## config.mk

```make
export PLATFORM = sky130hd
export DESIGN_NAME = pkx_key_mixer
export DESIGN_NICKNAME = d
export VERILOG_FILES = /design/src/rtl/pkx_pkg.sv /design/src/rtl/pkx_chal_gen.sv /design/src/rtl/pkx_fold.sv /design/src/rtl/pkx_key_mixer.sv
export SDC_FILE = /design/constraint.sdc
export NUM_CORES = 1
export LEC_CHECK = 0
export ABC_AREA = 1
export CAP_MARGIN = 15
export CORE_MARGIN = 4
export CORE_UTILIZATION = 65
export CTS_BUF_LIST = sky130_fd_sc_hd__clkbuf_4 sky130_fd_sc_hd__clkbuf_8
export DETAILED_ROUTE_END_ITERATION = 16
export DONT_BUFFER_PORTS = 1
export PLACE_DENSITY = 0.81
export RECOVER_POWER = 100
export SETUP_SLACK_MARGIN = 0.1
export SLEW_MARGIN = 5
export SYNTH_ARGS = -nofsm -noshare
export SYNTH_HDL_FRONTEND = slang
export SYNTH_SLANG_ARGS = --single-unit
```

## constraint.sdc

```tcl
create_clock -name clk -period 2.7 [get_ports clk]
set_input_delay 0.405 -clock clk [delete_from_list [all_inputs] [get_ports clk]]
set_output_delay 0.405 -clock clk [all_outputs]
set_load 0.005 [all_outputs]
```

## src/rtl/pkx_pkg.sv

```systemverilog
package pkx_pkg;
    typedef enum logic [1:0] {
        ST_EMPTY = 2'd0,
        ST_IDLE  = 2'd1,
        ST_FETCH = 2'd2
    } pkx_state_e;
endpackage

```

## src/rtl/pkx_chal_gen.sv

```systemverilog
module pkx_chal_gen #(
    parameter int          CHAL_W = 8,
    parameter logic [CHAL_W-1:0] TAPS = 8'hB8
) (
    input  logic              clk,
    input  logic              rst_n,
    input  logic              seed_load,
    input  logic [CHAL_W-1:0] seed_in,
    input  logic              advance,
    input  logic              wrap,
    output logic [CHAL_W-1:0] chal
);
    typedef struct packed {
        logic [CHAL_W-1:0] seed;
        logic [CHAL_W-1:0] state;
    } gen_regs_t;

    gen_regs_t r_d, r_q;
    logic [CHAL_W-1:0] seed_fix;
    logic [CHAL_W-1:0] stepped;

    always_comb begin
        seed_fix = (seed_in == '0) ? CHAL_W'(1) : seed_in;
        stepped  = {r_q.state[CHAL_W-2:0], ^(r_q.state & TAPS)};
        r_d = r_q;
        if (seed_load) begin
            r_d.seed  = seed_fix;
            r_d.state = seed_fix;
        end else if (advance) begin
            r_d.state = wrap ? r_q.seed : stepped;
        end
    end

    always_ff @(posedge clk or negedge rst_n) begin
        if (!rst_n) begin
            r_q <= '{seed: CHAL_W'(1), state: CHAL_W'(1)};
        end else begin
            r_q <= r_d;
        end
    end

    assign chal = r_q.state;

    AST_CHAL_NONZERO: assert property (@(posedge clk) disable iff (!rst_n)
        r_q.state != '0);
    AST_LOAD_SEEDS: assert property (@(posedge clk) disable iff (!rst_n)
        seed_load |=> (chal == r_q.seed));
endmodule

```

## src/rtl/pkx_fold.sv

```systemverilog
module pkx_fold #(
    parameter int IN_W  = 96,
    parameter int OUT_W = 32
) (
    input  logic [IN_W-1:0]  din,
    output logic [OUT_W-1:0] dout
);
    localparam int NSL  = (IN_W + OUT_W - 1) / OUT_W;
    localparam int PADW = NSL * OUT_W;

    logic [PADW-1:0] padded;
    logic [OUT_W-1:0] acc [NSL+1];

    assign padded = PADW'(din);
    assign acc[0] = '0;

    for (genvar i = 0; i < NSL; i++) begin : g_slice
        assign acc[i+1] = acc[i] ^ padded[i*OUT_W +: OUT_W];
    end

    assign dout = acc[NSL];
endmodule

```

## src/rtl/pkx_key_mixer.sv

```systemverilog
module pkx_key_mixer
    import pkx_pkg::*;
#(
    parameter int UKEY_W   = 64,
    parameter int PUF_W    = 32,
    parameter int KEY_W    = 32,
    parameter int CHAL_W   = 8,
    parameter int PERIOD_W = 8
) (
    input  logic                clk,
    input  logic                rst_n,
    input  logic                ukey_load,
    input  logic [UKEY_W-1:0]   ukey_in,
    input  logic [PERIOD_W-1:0] period_in,
    input  logic                blk_req,
    output logic                blk_rdy,
    output logic                puf_req,
    output logic [CHAL_W-1:0]   puf_chal,
    input  logic                puf_ack,
    input  logic [PUF_W-1:0]    puf_word,
    output logic [KEY_W-1:0]    key_out,
    output logic                key_vld
);
    localparam int CAT_W = UKEY_W + PUF_W;

    typedef struct packed {
        pkx_state_e          state;
        logic [UKEY_W-1:0]   ukey;
        logic [PERIOD_W-1:0] period;
        logic [PERIOD_W-1:0] cnt;
        logic [KEY_W-1:0]    key;
        logic                vld;
    } mix_regs_t;

    mix_regs_t r_d, r_q;
    logic seed_load, advance, wrap;
    logic [KEY_W-1:0] folded;
    logic [PERIOD_W-1:0] cnt_inc;

    pkx_chal_gen #(.CHAL_W(CHAL_W)) i_chal_gen (
        .clk      (clk),
        .rst_n    (rst_n),
        .seed_load(seed_load),
        .seed_in  (ukey_in[CHAL_W-1:0]),
        .advance  (advance),
        .wrap     (wrap),
        .chal     (puf_chal)
    );

    pkx_fold #(.IN_W(CAT_W), .OUT_W(KEY_W)) i_fold (
        .din (CAT_W'({r_q.ukey, puf_word})),
        .dout(folded)
    );

    always_comb begin
        r_d       = r_q;
        r_d.vld   = 1'b0;
        seed_load = 1'b0;
        advance   = 1'b0;
        wrap      = 1'b0;
        cnt_inc   = r_q.cnt + PERIOD_W'(1);
        if (ukey_load) begin
            r_d.ukey   = ukey_in;
            r_d.period = (period_in == '0) ? PERIOD_W'(1) : period_in;
            r_d.cnt    = '0;
            r_d.state  = ST_IDLE;
            seed_load  = 1'b1;
        end else begin
            unique case (r_q.state)
                ST_IDLE: begin
                    if (blk_req) r_d.state = ST_FETCH;
                end
                ST_FETCH: begin
                    if (puf_ack) begin
                        r_d.key   = folded;
                        r_d.vld   = 1'b1;
                        r_d.state = ST_IDLE;
                        advance   = 1'b1;
                        if (cnt_inc >= r_q.period) begin
                            wrap    = 1'b1;
                            r_d.cnt = '0;
                        end else begin
                            r_d.cnt = cnt_inc;
                        end
                    end
                end
                default: ;
            endcase
        end
    end

    always_ff @(posedge clk or negedge rst_n) begin
        if (!rst_n) begin
            r_q <= '{state: ST_EMPTY, ukey: '0, period: PERIOD_W'(1),
                     cnt: '0, key: '0, vld: 1'b0};
        end else begin
            r_q <= r_d;
        end
    end

    assign blk_rdy = (r_q.state == ST_IDLE);
    assign puf_req = (r_q.state == ST_FETCH);
    assign key_out = r_q.key;
    assign key_vld = r_q.vld;

    AST_REQ_HELD: assert property (@(posedge clk) disable iff (!rst_n)
        (puf_req && !puf_ack && !ukey_load) |=> (puf_req && $stable(puf_chal)));
    AST_BUSY_NOT_READY: assert property (@(posedge clk) disable iff (!rst_n)
        puf_req |-> !blk_rdy);
    AST_VLD_AFTER_ACK: assert property (@(posedge clk) disable iff (!rst_n)
        (puf_req && puf_ack && !ukey_load) |=> (key_vld && !puf_req));
    AST_VLD_PULSE: assert property (@(posedge clk) disable iff (!rst_n)
        key_vld |=> !key_vld);
    AST_LOAD_ABORTS: assert property (@(posedge clk) disable iff (!rst_n)
        ukey_load |=> (!puf_req && !key_vld && blk_rdy));
    AST_CNT_BELOW_PERIOD: assert property (@(posedge clk) disable iff (!rst_n)
        (r_q.state != ST_EMPTY) |-> (r_q.cnt < r_q.period));
endmodule

```

After elaboration in Yosys (flattened, before gate mapping)
Index checks and enable logic that the tools add are counted.
Widths: inputs -> output; s select.
Storage, ports and cells
  bits in read-only memories: 0
  bits in registers: 131
  latch bits: 0
  output and inout bits: 43
  RAM bits: 0
  logic and storage cells: 49
  memories kept: 0
Cells by class
  divide/modulo/power cells: 0
  multiply operators: 0
  add/sub/neg operators: 1
  eq/ne operators: 4
  magnitude comparators: 1
  shift-type cells: 0
  reduce and logical (&&, ||, !) cells: 10
  bitwise operators: 3
  multiplexer cells: 22
Operators with widths (number)
  $mux 41: 2
  $xor 32x32->32: 2
  $mux 8: 7
  $logic_not 8->1: 2
  $mux 1: 9
  $add 8x1->8 const B: 1
  $ge 8x8->1: 1
  $reduce_xor 8->1: 1
  $mux 2: 3
  $reduce_and 3->1: 2
  $reduce_bool 2->1: 3
  $pmux 2 s2: 1
  $ne 3x2->1 const B: 1
  $ne 3x3->1 const B: 1
  $reduce_bool 3->1: 1
  $eq 2x1->1 const B: 1
  $eq 2x2->1 const B: 1
  $reduce_and 2->1: 1
  $not 1->1: 1

Depth between registers and ports, before layout
Gate-level depths: netlist (run 1).
  depth after elaboration: 9
  mapped depth: 16

By module
A second synthesis (run 1) with hierarchy kept.
Unflattened totals
  cells, all modules: 912
  area, all modules: 7098.1 sq um
By module, submodules not included
  pkx_key_mixer: cells each 512, times used 1, area an instance 5096.1 sq um
  pkx_fold: cells each 288, times used 1, area an instance 1121.1 sq um
  pkx_chal_gen: cells each 112, times used 1, area an instance 880.8 sq um

Worst setup path before layout (run 1)
No wires, ideal clock.
  kind: reg2reg
  from: register r_q[33] (netlist bit)
  to: register i_chal_gen.r_q (netlist bit i_chal_gen.chal[1])
  clock period less this slack: 2.106 ns
  data arrival time: 1.989 ns
  path buffers: 1
  library setup time: 0.117 ns
  stages on the path, launching flop included: 15
  path slack: 0.594 ns
  data required time: 2.583 ns
  cell sequence: dfrtp_1 > ha_1 > nand3_1 > nor2_1 > nand2_1 > xor2_1 > inv_1 > ha_1 > nand2_1 > o21a_1 > nand2_2 > buf_4 > a21oi_1 > nor2_1 > nor2_1
On the way
  longest elaborated chain between the ends: 9
RTL lines
  start, declared: line pkx_key_mixer.sv:35  | mix_regs_t r_d, r_q;
  start signal, assigned: line pkx_key_mixer.sv:94  | r_q <= '{state: ST_EMPTY, ukey: '0, period: PERIOD_W'(1),
  start signal, assigned: line pkx_key_mixer.sv:97  | r_q <= r_d;
  $add 8x1->8: line pkx_key_mixer.sv:61  | cnt_inc = r_q.cnt + PERIOD_W'(1);
  $ge 8x8->1: line pkx_key_mixer.sv:79  | if (cnt_inc >= r_q.period) begin
  $mux 1: line pkx_key_mixer.sv:79
  $mux 1: line pkx_key_mixer.sv:74  | if (puf_ack) begin
  $mux 1: line pkx_key_mixer.sv:69  | unique case (r_q.state)
  $mux 1: line pkx_key_mixer.sv:62  | if (ukey_load) begin
  $mux 8: line pkx_chal_gen.sv:30  | r_d.state = wrap ? r_q.seed : stepped;
  $mux 8: line pkx_chal_gen.sv:29  | end else if (advance) begin
  $mux 8: line pkx_chal_gen.sv:26  | if (seed_load) begin
  end signal, assigned: line pkx_chal_gen.sv:36  | r_q <= '{seed: CHAL_W'(1), state: CHAL_W'(1)};
  end signal, assigned: line pkx_chal_gen.sv:38  | r_q <= r_d;
  end, declared: line pkx_chal_gen.sv:18  | gen_regs_t r_d, r_q;
Every way passes these cells. The select of a mux whose other input is x is not followed.
A chain may end at the register's enable or synchronous reset.

Worst setup path after layout (run 1)
  from: register r_q[35] (netlist bit)
  to: register i_chal_gen.r_q (netlist bit i_chal_gen.chal[3])
Same word-level chain as after synthesis.

==> impl_metrics.csv, run 1 <==
group,metric,value,unit
floorplan,ioPinCount,152,
critical_path,path_cells,"nand3_1 > nor2_2 > nand3_1 > nand3b_1 > nand2_1 > inv_1 > ha_1 > nand2_1 > o21a_1 > nand2_4 > nand2_1 > nand2_1 > nand3_1 > nand2_1 > nand2_1",
critical_path,cp.required,3010,ps
cts,cts_buffers,17,
synthesis,synthArstFlopShare,1.00,
critical_path,max_stage_delay,420,ps
synthesis,yosys_warnings,0,
cells_and_area,num_antenna_cells,0,
run,drv_cap,2,
drt,drc,0,
global_routing,track_usage,0.241,
drt,drt-total-wl,13200,um
timing,finalSetupTns,0,ps
floorplan,die_width,107,um
global_routing,antenna_found_initial,0,
timing,rsz0062_at_grt,"false",
synthesis,synth_top_area_cell,"dfrtp_1",
cells_and_area,fin_util,0.697,
drt,routedWlPerCell,15.7,um
floorplan,core.rowCount,35,
critical_path,path_delay_family,"simple AND/OR/NAND/NOR gates",
placed_design,dp_hpwl,9050,um
global_routing,grt_overflow_total,0,
cts,cts_root_buf,"clkbuf_8",
global_routing,grt_pass1_vias,4640,
drt,drt_iter0_markers,370,
timing,hold_viol_final,131,
cells_and_area,final_common_cell,"nand2_1",
placed_design,placed_cells,804,
critical_path,path_buf_inv,1,
critical_path,path_class,"flip-flop to flip-flop",
placed_design,port_buffers,0,
cells_and_area,instances_no_fill,837,
pwr,peakVddDrop,0.430,mV
timing,final.period_utilization,0.898,
cts,clock_latency,430,ps
timing,hold_slack,-337,ps
drt,dr.pass1.iters,6,
synthesis,synth_cells,740,
cts,cts_tree,"yes",
critical_path,cp_max_fo,12,
pwr,p_leak,0.00338,uW
synthesis,yosysSeqAreaShare,0.518,
timing,fin_worst_skew,11.2,ps
synthesis,ys_seq_elements,131,
synthesis,syn_nets,858,
cells_and_area,drive_gt1_frac,0.0720,
floorplan,initial_core_util,0.675,
min_path,min_path_type,"input port to async pin",
timing,post-route-min-period,2420,ps
critical_path,critPathCaptureType,"flip-flop",
cts,cts-htree-levels,4,
drt,vias_per_cell,5.32,
synthesis,syn_area_per_cell,8.55,sq um
critical_path,crit_top_cell,"nand2_1",
floorplan,dieArea,11400,sq um
cts,clkSinkCount,131,
cts,clockBufferDepth,2,
timing,worst_pin_slew,1650,ps
global_routing,grt_pass1_wl,21700,um
synthesis,synth_edf_count,0,
drt,postRouteAntennaNets,0,
synthesis,netlist_area,6330,sq um
status,outcome,"finished with violations",
synthesis,synth.top_cell.area_share,0.506,
floorplan,fp.dieH,107,um
pwr,p_per_area,784,nW/um^2
critical_path,cp-start-kind,"flip-flop",
status,failed_checks,"negative hold slack, max-capacitance violations, max-slew violations",
cells_and_area,fin_nets,813,
cells_and_area,syn2layout_area_growth,3.14,%
timing,max_freq,0.413,GHz
timing,maxSlewViolCount,84,
synthesis,synth_flop_cell,"dfrtp_1",
synthesis,synth.distinct_cells,24,
placed_design,place.gp.congestion,0.861,
cells_and_area,fillers,774,
timing,finalSetupViolations,0,
drt,vias,4453,
floorplan,core,9370,sq um
critical_path,worst_ep_arrival_time,2740,ps
cts,clk_pin_slew_worst_paths,80,ps
synthesis,netlist_top_cells_area,"dfrtp_1, nand2_1, buf_4",
critical_path,crit_slowest_cell,"dfrtp_1",
timing,slew_headroom,-0.0982,
cells_and_area,layout_common_cells,"nand2_1, dfrtp_1, inv_1, o21ai_0, xnor2_1",
global_routing,grt_max_degree,132,
cells in the mapped netlist (8+ instances only):
cell type,number
buf_2,19
a21oi_1,8
nand2_1,298
nor2_1,17
dfrtp_1,128
xnor2_1,31
inv_1,45
xor2_1,30
nand3_1,29
buf_4,43
o21ai_0,32
or2_2,10
o21ai_1,9
ha_1,9
logic make-up after synthesis:
family          share of synthesized area
fa+ha+maj                          0.0178
buf+inv                            0.0986
flops                               0.518
simple gates                        0.233
compound gates                     0.0476
xor+xnor                           0.0844
layer usage:
| layer | up-vias | track usage | part of all wire |
|---|---|---|---|
| met4 | 0 | 0.0767 | 0.016 |
| met3 | 20 | 0.0813 | 0.090 |
| met5 | - | 0 | 0 |
| met1 | 2103 | 0.300 | 0.40 |
| li1 | 2159 | - | - |
| met2 | 171 | 0.398 | 0.49 |
sequential cells by signal, summed over array words and instances (netlist names):
signal / flops
key_vld: 1
key_out: 32
r_q: 82
i_chal_gen.chal: 8
i_chal_gen.r_q: 8
cell type report:
cell class              count  area, sq um  share of cell area
well taps                 129          161              0.0247
clock inverters            14          224              0.0343
clock buffers              18          241              0.0370
inverters                  50          188              0.0287
multi-input cells         492         2410               0.370
repair buffers              3         18.8             0.00287
flip-flops and latches    131         3280               0.503
what timing repair did:
item / CTS / global route
setup endpoints to repair: 0 / 11
setup buffers: 0 / 1
gates resized for setup: 0 / 2
hold endpoints to repair: 131 / 131
final timing paths:
check	startpoint	to	slack, ps	cells past startpoint
worst max-delay path	r_q[35]$_DFFE_PN0P_	i_chal_gen.chal[3]$_DFFE_PN0P_	280	15
min in group clk	ukey_in[52]	r_q[101]$_DFFE_PN0P_	90	2
max in group asynchronous	rst_n	i_chal_gen.r_q[8]$_DFFE_PN1P_	2800	0
worst min register to register	i_chal_gen.r_q[9]$_DFFE_PN0P_	i_chal_gen.r_q[9]$_DFFE_PN0P_	480	2
worst max register to register	r_q[35]$_DFFE_PN0P_	i_chal_gen.chal[3]$_DFFE_PN0P_	280	15
worst min-delay path	rst_n	i_chal_gen.chal[5]$_DFFE_PN0P_	-340	0
power by group:
group	switching, uW	total (uW)	internal, uW
sequential	291	2610	2320
combinational	324	591	267
clock	797	1920	1130
metrics by stage:
| stage | instance area [sq um] | hold slack [ps] | power, uW | setup slack [ps] |
|---|---|---|---|---|
| after floorplan | 6330 | 109 | 3400 | 594 |
| after global placement | 6070 | 113 | 3200 | 349 |
| after detailed placement | 6070 | 112 | 3250 | 229 |
| after CTS | 6540 | -357 | 5180 | 177 |
| after global routing | 6530 | -364 | 5400 | 43.7 |
| final | 6530 | -337 | 5120 | 277 |
(Power assumes the default switching activity.)
==> run 2: changes to the inputs <==
--- a/config.mk
+++ b/config.mk
@@ -7,12 +7,14 @@
 export LEC_CHECK = 0
 export ABC_AREA = 1
 export CAP_MARGIN = 15
+export CELL_PAD_IN_SITES_DETAIL_PLACEMENT = 0
+export CELL_PAD_IN_SITES_GLOBAL_PLACEMENT = 1
 export CORE_MARGIN = 4
-export CORE_UTILIZATION = 65
+export CORE_UTILIZATION = 49
 export CTS_BUF_LIST = sky130_fd_sc_hd__clkbuf_4 sky130_fd_sc_hd__clkbuf_8
 export DETAILED_ROUTE_END_ITERATION = 16
 export DONT_BUFFER_PORTS = 1
-export PLACE_DENSITY = 0.81
+export PLACE_DENSITY_LB_ADDON = 0.12
 export RECOVER_POWER = 100
 export SETUP_SLACK_MARGIN = 0.1
 export SLEW_MARGIN = 5
==> run 2 against run 1 <==
Net effect:
- the run ends with negative hold slack left
- fmax increased by 4.5%
- count of clock-buffer cells in the layout decreased by 1
- setup slack better by 100 ps
- via count shrank 2.8%
- clock skew about the same
- final area up 0.90%
- sequential power about the same
- cell count up 5.3%
- global-route usage is 4.6 points lower
- non-clock buffer count up 1
- combinational power fell by 2%
- sequential share of layout area down 0.43 points
==> impl_metrics.csv, run 2 (synthesis gave the netlist of run 1 again) <==
group,metric,value,unit
floorplan,core,12600,sq um
timing,hold_slack,-352,ps
cells_and_area,drive_gt1_frac,0.0748,
critical_path,max_stage_delay,440,ps
cts,clkSinkCount,131,
pwr,p_int,3670,uW
pwr,power.switching,1380,uW
cells_and_area,fin_util,0.522,
drt,drt-total-wl,13600,um
cts,cts-htree-levels,4,
pwr,comb_power_share,0.115,
pwr,p_leak,0.00338,uW
drt,dr.pass1.iters,4,
drt,drc,0,
cts,cts_tree,"yes",
pwr,power_frac_seq,0.516,
cts,clock_latency,450,ps
timing,worst_pin_slew,1220,ps
timing,finalSetupViolations,0,
critical_path,r2r-start,"r_q[33]$_DFFE_PN0P_",
floorplan,dieArea,14800,sq um
status,outcome,"finished with violations",
placed_design,place.gp.congestion,0.787,
status,failed_checks,"negative hold slack",
pwr,peakVddDrop,0.431,mV
floorplan,fp.dieH,122,um
cells_and_area,syn2layout_area_growth,4.07,%
floorplan,ioPinCount,152,
critical_path,cp_max_fo,6,
drt,vias,4327,
cts,clk_pin_slew_worst_paths,70,ps
min_path,min_path_type,"input port to async pin",
timing,fin_worst_skew,11.0,ps
timing,max_freq,0.431,GHz
critical_path,worst_ep_arrival_time,2620,ps
run,drv_cap,0,
timing,finalSetupTns,0,ps
placed_design,port_buffers,0,
cells_and_area,fin_nets,814,
floorplan,initial_core_util,0.502,
cells_and_area,final_common_cell,"nand2_1",
pwr,clkPwrFrac,0.369,
critical_path,critPathCaptureType,"flip-flop",
critical_path,cp-start-kind,"flip-flop",
cts,cts_buffers,17,
cts,clockBufferDepth,2,
cells_and_area,largest_reg_flops,82,
critical_path,path_delay_family,"adder cells",
global_routing,track_usage,0.195,
critical_path,cp.required,3000,ps
global_routing,grt_max_degree,132,
cts,cts_root_buf,"clkbuf_8",
timing,slew_headroom,0.183,
timing,post-route-min-period,2320,ps
critical_path,path_buf_inv,2,
drt,postRouteAntennaNets,0,
cells_and_area,layout_common_cells,"nand2_1, dfrtp_1, inv_1, o21ai_0, xnor2_1",
timing,maxSlewViolCount,0,
drt,vias_per_cell,4.91,
global_routing,grt_pass1_vias,4377,
critical_path,startpoint,"r_q[33]$_DFFE_PN0P_",
cells_and_area,regMostFlops,"r_q",
critical_path,crit_slowest_cell,"dfrtp_2",
drt,routedWlPerCell,15.4,um
placed_design,dp_hpwl,8950,um
pwr,power,5050,uW
timing,final.period_utilization,0.859,
pwr,switching_share,0.273,
global_routing,grt_pass1_wl,22300,um
critical_path,path_cells,"ha_1 > nand3_1 > nor2_1 > nand2_1 > xor2_1 > inv_1 > ha_1 > nand2_1 > o21a_1 > nand2_4 > nor2_4 > inv_1 > o22ai_1",
floorplan,core.rowCount,41,
cells_and_area,num_antenna_cells,0,
drt,drt_iter0_markers,261,
timing,rsz0062_at_grt,"false",
pwr,p_per_area,767,nW/um^2
global_routing,grt_overflow_total,0,
critical_path,path_class,"flip-flop to flip-flop",
global_routing,antenna_found_initial,0,
floorplan,die_width,122,um
timing,hold_viol_final,131,
## run 2: cell type report
type                            count  area (sq um)
Inverter                           50           188
Multi-Input combinational cell    492          2420
Fill cell                        1217          6030
Tap cell                          172           215
Clock buffer                       17           234
Sequential cell                   131          3280
Clock inverter                     15           214
Timing Repair Buffer                4          35.0
## run 2: routing by layer
metal | routed length (um) | track usage
met1 | 5770 | 0.259
met2 | 6230 | 0.289
met3 | 1340 | 0.0794
met4 | 237 | 0.0735
met5 | 0 | 0
## run 2: what timing repair did
action	in CTS	in global routing
endpoints found under the hold margin	131	131
endpoints found under the setup margin	0	10
buffers inserted	0	1
gates resized for setup	0	3
## run 2: power groups by stage
stage | logic, uW | registers, uW | clock network, uW
after floorplan | 896 | 2500 | 0
after global placement | 568 | 2650 | 0
after detailed placement | 593 | 2660 | 0
after CTS | 596 | 2620 | 1920
after global routing | 699 | 2660 | 2010
final | 580 | 2610 | 1870
## run 2: final timing paths
check	end	slack [ps]	cells after the start
worst max register to register	r_q[39]$_DFFE_PN0P_	380	13
worst min-delay path	r_q[42]$_DFFE_PN0P_	-350	0
worst min register to register	i_chal_gen.r_q[13]$_DFFE_PN0P_	480	2
worst max-delay path	r_q[39]$_DFFE_PN0P_	380	13
min in group clk	r_q[77]$_DFFE_PN0P_	60	2
max in group asynchronous	i_chal_gen.r_q[8]$_DFFE_PN1P_	2780	0
## run 2: worst reg2reg max path, stage by stage, from the launching register on
cell and delay (ps):
dfrtp_2 440, ha_1 230, nand3_1 120, nor2_1 50
nand2_1 60, xor2_1 190, inv_1 60, ha_1 270
nand2_1 60, o21a_1 210, nand2_4 110, nor2_4 50
inv_1 220, o22ai_1 100
## run 2: metrics by stage
stage | setup slack, ps | std cells | instance area, sq um
final | 380 | 881 | 6590
after global routing | 125 | 881 | 6590
after CTS | 198 | 880 | 6580
after detailed placement | 230 | 848 | 6130
after global placement | 303 | 848 | 6130
after floorplan | 594 | 740 | 6330
==> run 3: changes to the inputs <==
--- a/config.mk
+++ b/config.mk
@@ -15,7 +15,7 @@
 export DETAILED_ROUTE_END_ITERATION = 16
 export DONT_BUFFER_PORTS = 1
 export PLACE_DENSITY_LB_ADDON = 0.12
-export RECOVER_POWER = 100
+export RECOVER_POWER = 25
 export SETUP_SLACK_MARGIN = 0.1
 export SLEW_MARGIN = 5
 export SYNTH_ARGS = -nofsm -noshare
==> constraint.sdc (replaced) <==
create_clock -name clk -period 2.3 [get_ports clk]
set_input_delay 0.345 -clock clk [delete_from_list [all_inputs] [get_ports clk]]
set_output_delay 0.345 -clock clk [all_outputs]
set_load 0.005 [all_outputs]
==> run 3 against run 2 <==
Net effect:
- the run still ends with negative hold slack left
- clock power grew 15%
- global-route usage increased by 0.43 points
- non-clock buffer count grew 34
- count of clock-buffer cells in the layout increased by 2
- worst hold slack lost 42 ps
- clock skew fell by 2.9 ps
- total power is 18% higher
- via count is 3.0% higher
- largest cell class unchanged
==> impl_metrics.csv, run 3 (synthesis gave the netlist of run 1 again) <==
group,metric,value,unit
cells_and_area,num_antenna_cells,0,
timing,slew_headroom,0.403,
cells_and_area,final_common_cell,"nand2_1",
cells_and_area,fin_area,7000,sq um
critical_path,cp-start-kind,"flip-flop",
timing,max_freq,0.451,GHz
critical_path,r2r_setup_slack,80,ps
drt,drc,0,
critical_path,worst_ep_arrival_time,2540,ps
timing,final.period_utilization,0.963,
floorplan,dieArea,14800,sq um
cts,clockBufferDepth,2,
run,drv_cap,0,
placed_design,pre_cts_ws,-7.79,ps
floorplan,core,12600,sq um
drt,dr.pass1.iters,7,
cells_and_area,largest_reg_flops,82,
floorplan,initial_core_util,0.502,
timing,maxSlewViolCount,0,
pwr,power,5950,uW
critical_path,crit_slowest_cell,"dfrtp_1",
critical_path,crit_top_cell,"nand2_1",
status,outcome,"finished with violations",
placed_design,place.gp.congestion,0.776,
critical_path,r2r-start,"r_q[33]$_DFFE_PN0P_",
placed_design,port_buffers,0,
placed_design,dp_hpwl,9040,um
timing,worst_pin_slew,896,ps
drt,drt_iter0_markers,282,
cells_and_area,syn2layout_area_growth,10.6,%
timing,hold_viol_final,131,
drt,vias,4455,
cells_and_area,fillers,1195,
timing,post-route-min-period,2220,ps
drt,vias_per_cell,4.87,
cts,clock_latency,430,ps
floorplan,fp.dieH,122,um
critical_path,cp.required,2630,ps
drt,routedWlPerCell,15.2,um
timing,rsz0062_at_grt,"true",
cts,cts_tree,"yes",
cts,cts-htree-levels,4,
global_routing,grt_pass1_wl,22900,um
cells_and_area,layout_common_cells,"nand2_1, dfrtp_1, inv_1, o21ai_0, xnor2_1",
timing,finalSetupTns,0,ps
global_routing,grt_max_degree,132,
timing,setup_slack,84.1,ps
placed_design,placed_cell_area,6170,sq um
critical_path,max_stage_delay,390,ps
pwr,p_leak,0.00356,uW
critical_path,r2r-end,"i_chal_gen.chal[1]$_DFFE_PN0P_",
pwr,peakVddDrop,0.527,mV
cts,clkSinkCount,131,
floorplan,core.rowCount,41,
timing,hold_slack,-394,ps
critical_path,reg2regPathDepth,15,
critical_path,path_cells,"ha_2 > nand3_2 > nor2_2 > nand2_1 > xor2_2 > inv_1 > ha_1 > nand2_1 > o21a_1 > nand2_4 > buf_12 > nand3_1 > nand2_1 > nor2_1 > nor2_1",
drt,drt-total-wl,13900,um
floorplan,die_width,122,um
cts,cts_root_buf,"clkbuf_8",
status,failed_checks,"negative hold slack",
global_routing,antenna_found_initial,0,
min_path,min_path_type,"input port to async pin",
critical_path,cp_max_fo,9,
cts,cts_buffers,17,
floorplan,ioPinCount,152,
cts,clk_pin_slew_worst_paths,70,ps
global_routing,track_usage,0.200,
drt,postRouteAntennaNets,0,
cells_and_area,regMostFlops,"r_q",
critical_path,critPathCaptureType,"flip-flop",
timing,fin_worst_skew,8.03,ps
pwr,p_per_area,851,nW/um^2
cells_and_area,drive_gt1_frac,0.106,
global_routing,grt_pass1_vias,4516,
cells_and_area,fin_nets,848,
critical_path,path_class,"flip-flop to flip-flop",
global_routing,grt_overflow_total,0,
timing,finalSetupViolations,0,
## run 3: layout make-up
| cell class | instances | area [sq um] | share of cell area |
|---|---|---|---|
| Clock buffer | 19 | 262 | 0.0374 |
| Clock inverter | 13 | 181 | 0.0259 |
| Inverter | 50 | 190 | 0.0272 |
| Multi-Input combinational cell | 492 | 2500 | 0.357 |
| Sequential cell | 131 | 3280 | 0.469 |
| Tap cell | 172 | 215 | 0.0308 |
| Timing Repair Buffer | 38 | 370 | 0.0529 |
## run 3: worst max-delay path: cells and delay by family (launching register included)
kind                     cells  cell delay (ps)
AO/OA/AOI/OAI                1              170
XOR/XNOR                     1              160
adder cells (fa/ha/maj)      2              470
buffers and inverters        2              210
flip-flops                   1              390
AND/OR/NAND/NOR              9              710
## run 3: per-layer routing
layer  up-vias  part of all wire  global-route usage
met5         -                 0                   0
met4         0             0.015              0.0700
met3        21             0.084              0.0743
met2       132              0.45               0.307
met1      2084              0.45               0.261
li1       2218                 -                   -
## run 3: how the worst max path moves through the flow
| stage | slack (ps) | end | startpoint |
|---|---|---|---|
| floorplan | 190 | i_chal_gen.chal[1]$_DFFE_PN0P_ | r_q[33]$_DFFE_PN0P_ |
| global placement | 50 | i_chal_gen.chal[4]$_DFFE_PN0P_ | r_q[33]$_DFFE_PN0P_ |
| detailed placement | -8 | i_chal_gen.chal[6]$_DFFE_PN0P_ | r_q[33]$_DFFE_PN0P_ |
| CTS | 70 | i_chal_gen.chal[1]$_DFFE_PN0P_ | r_q[33]$_DFFE_PN0P_ |
| global route | -100 | i_chal_gen.chal[4]$_DFFE_PN0P_ | r_q[33]$_DFFE_PN0P_ |
| finish | 80 | i_chal_gen.chal[1]$_DFFE_PN0P_ | r_q[33]$_DFFE_PN0P_ |
## run 3: what timing repair did
action | in CTS | in global routing
pin swaps | 9 | 10
resized for setup | 7 | 11
setup buffers | 2 | 1
endpoints found under the hold margin | 162 | 132
hold buffers | 28 | 1
endpoints found under the setup margin | 13 | 16
## run 3: report_power, final
group | internal (uW) | switching (uW) | total (uW)
sequential | 2720 | 346 | 3070
combinational | 358 | 382 | 740
clock | 1240 | 910 | 2150
total | 4320 | 1640 | 5950
## run 3: through the flow
| stage | std cells | utilization |
|---|---|---|
| final | 915 | 0.555 |
| after floorplan | 740 | - |
| after global placement | 851 | 0.489 |
| after detailed placement | 851 | 0.489 |
| after CTS | 913 | 0.549 |
| after global routing | 915 | 0.555 |
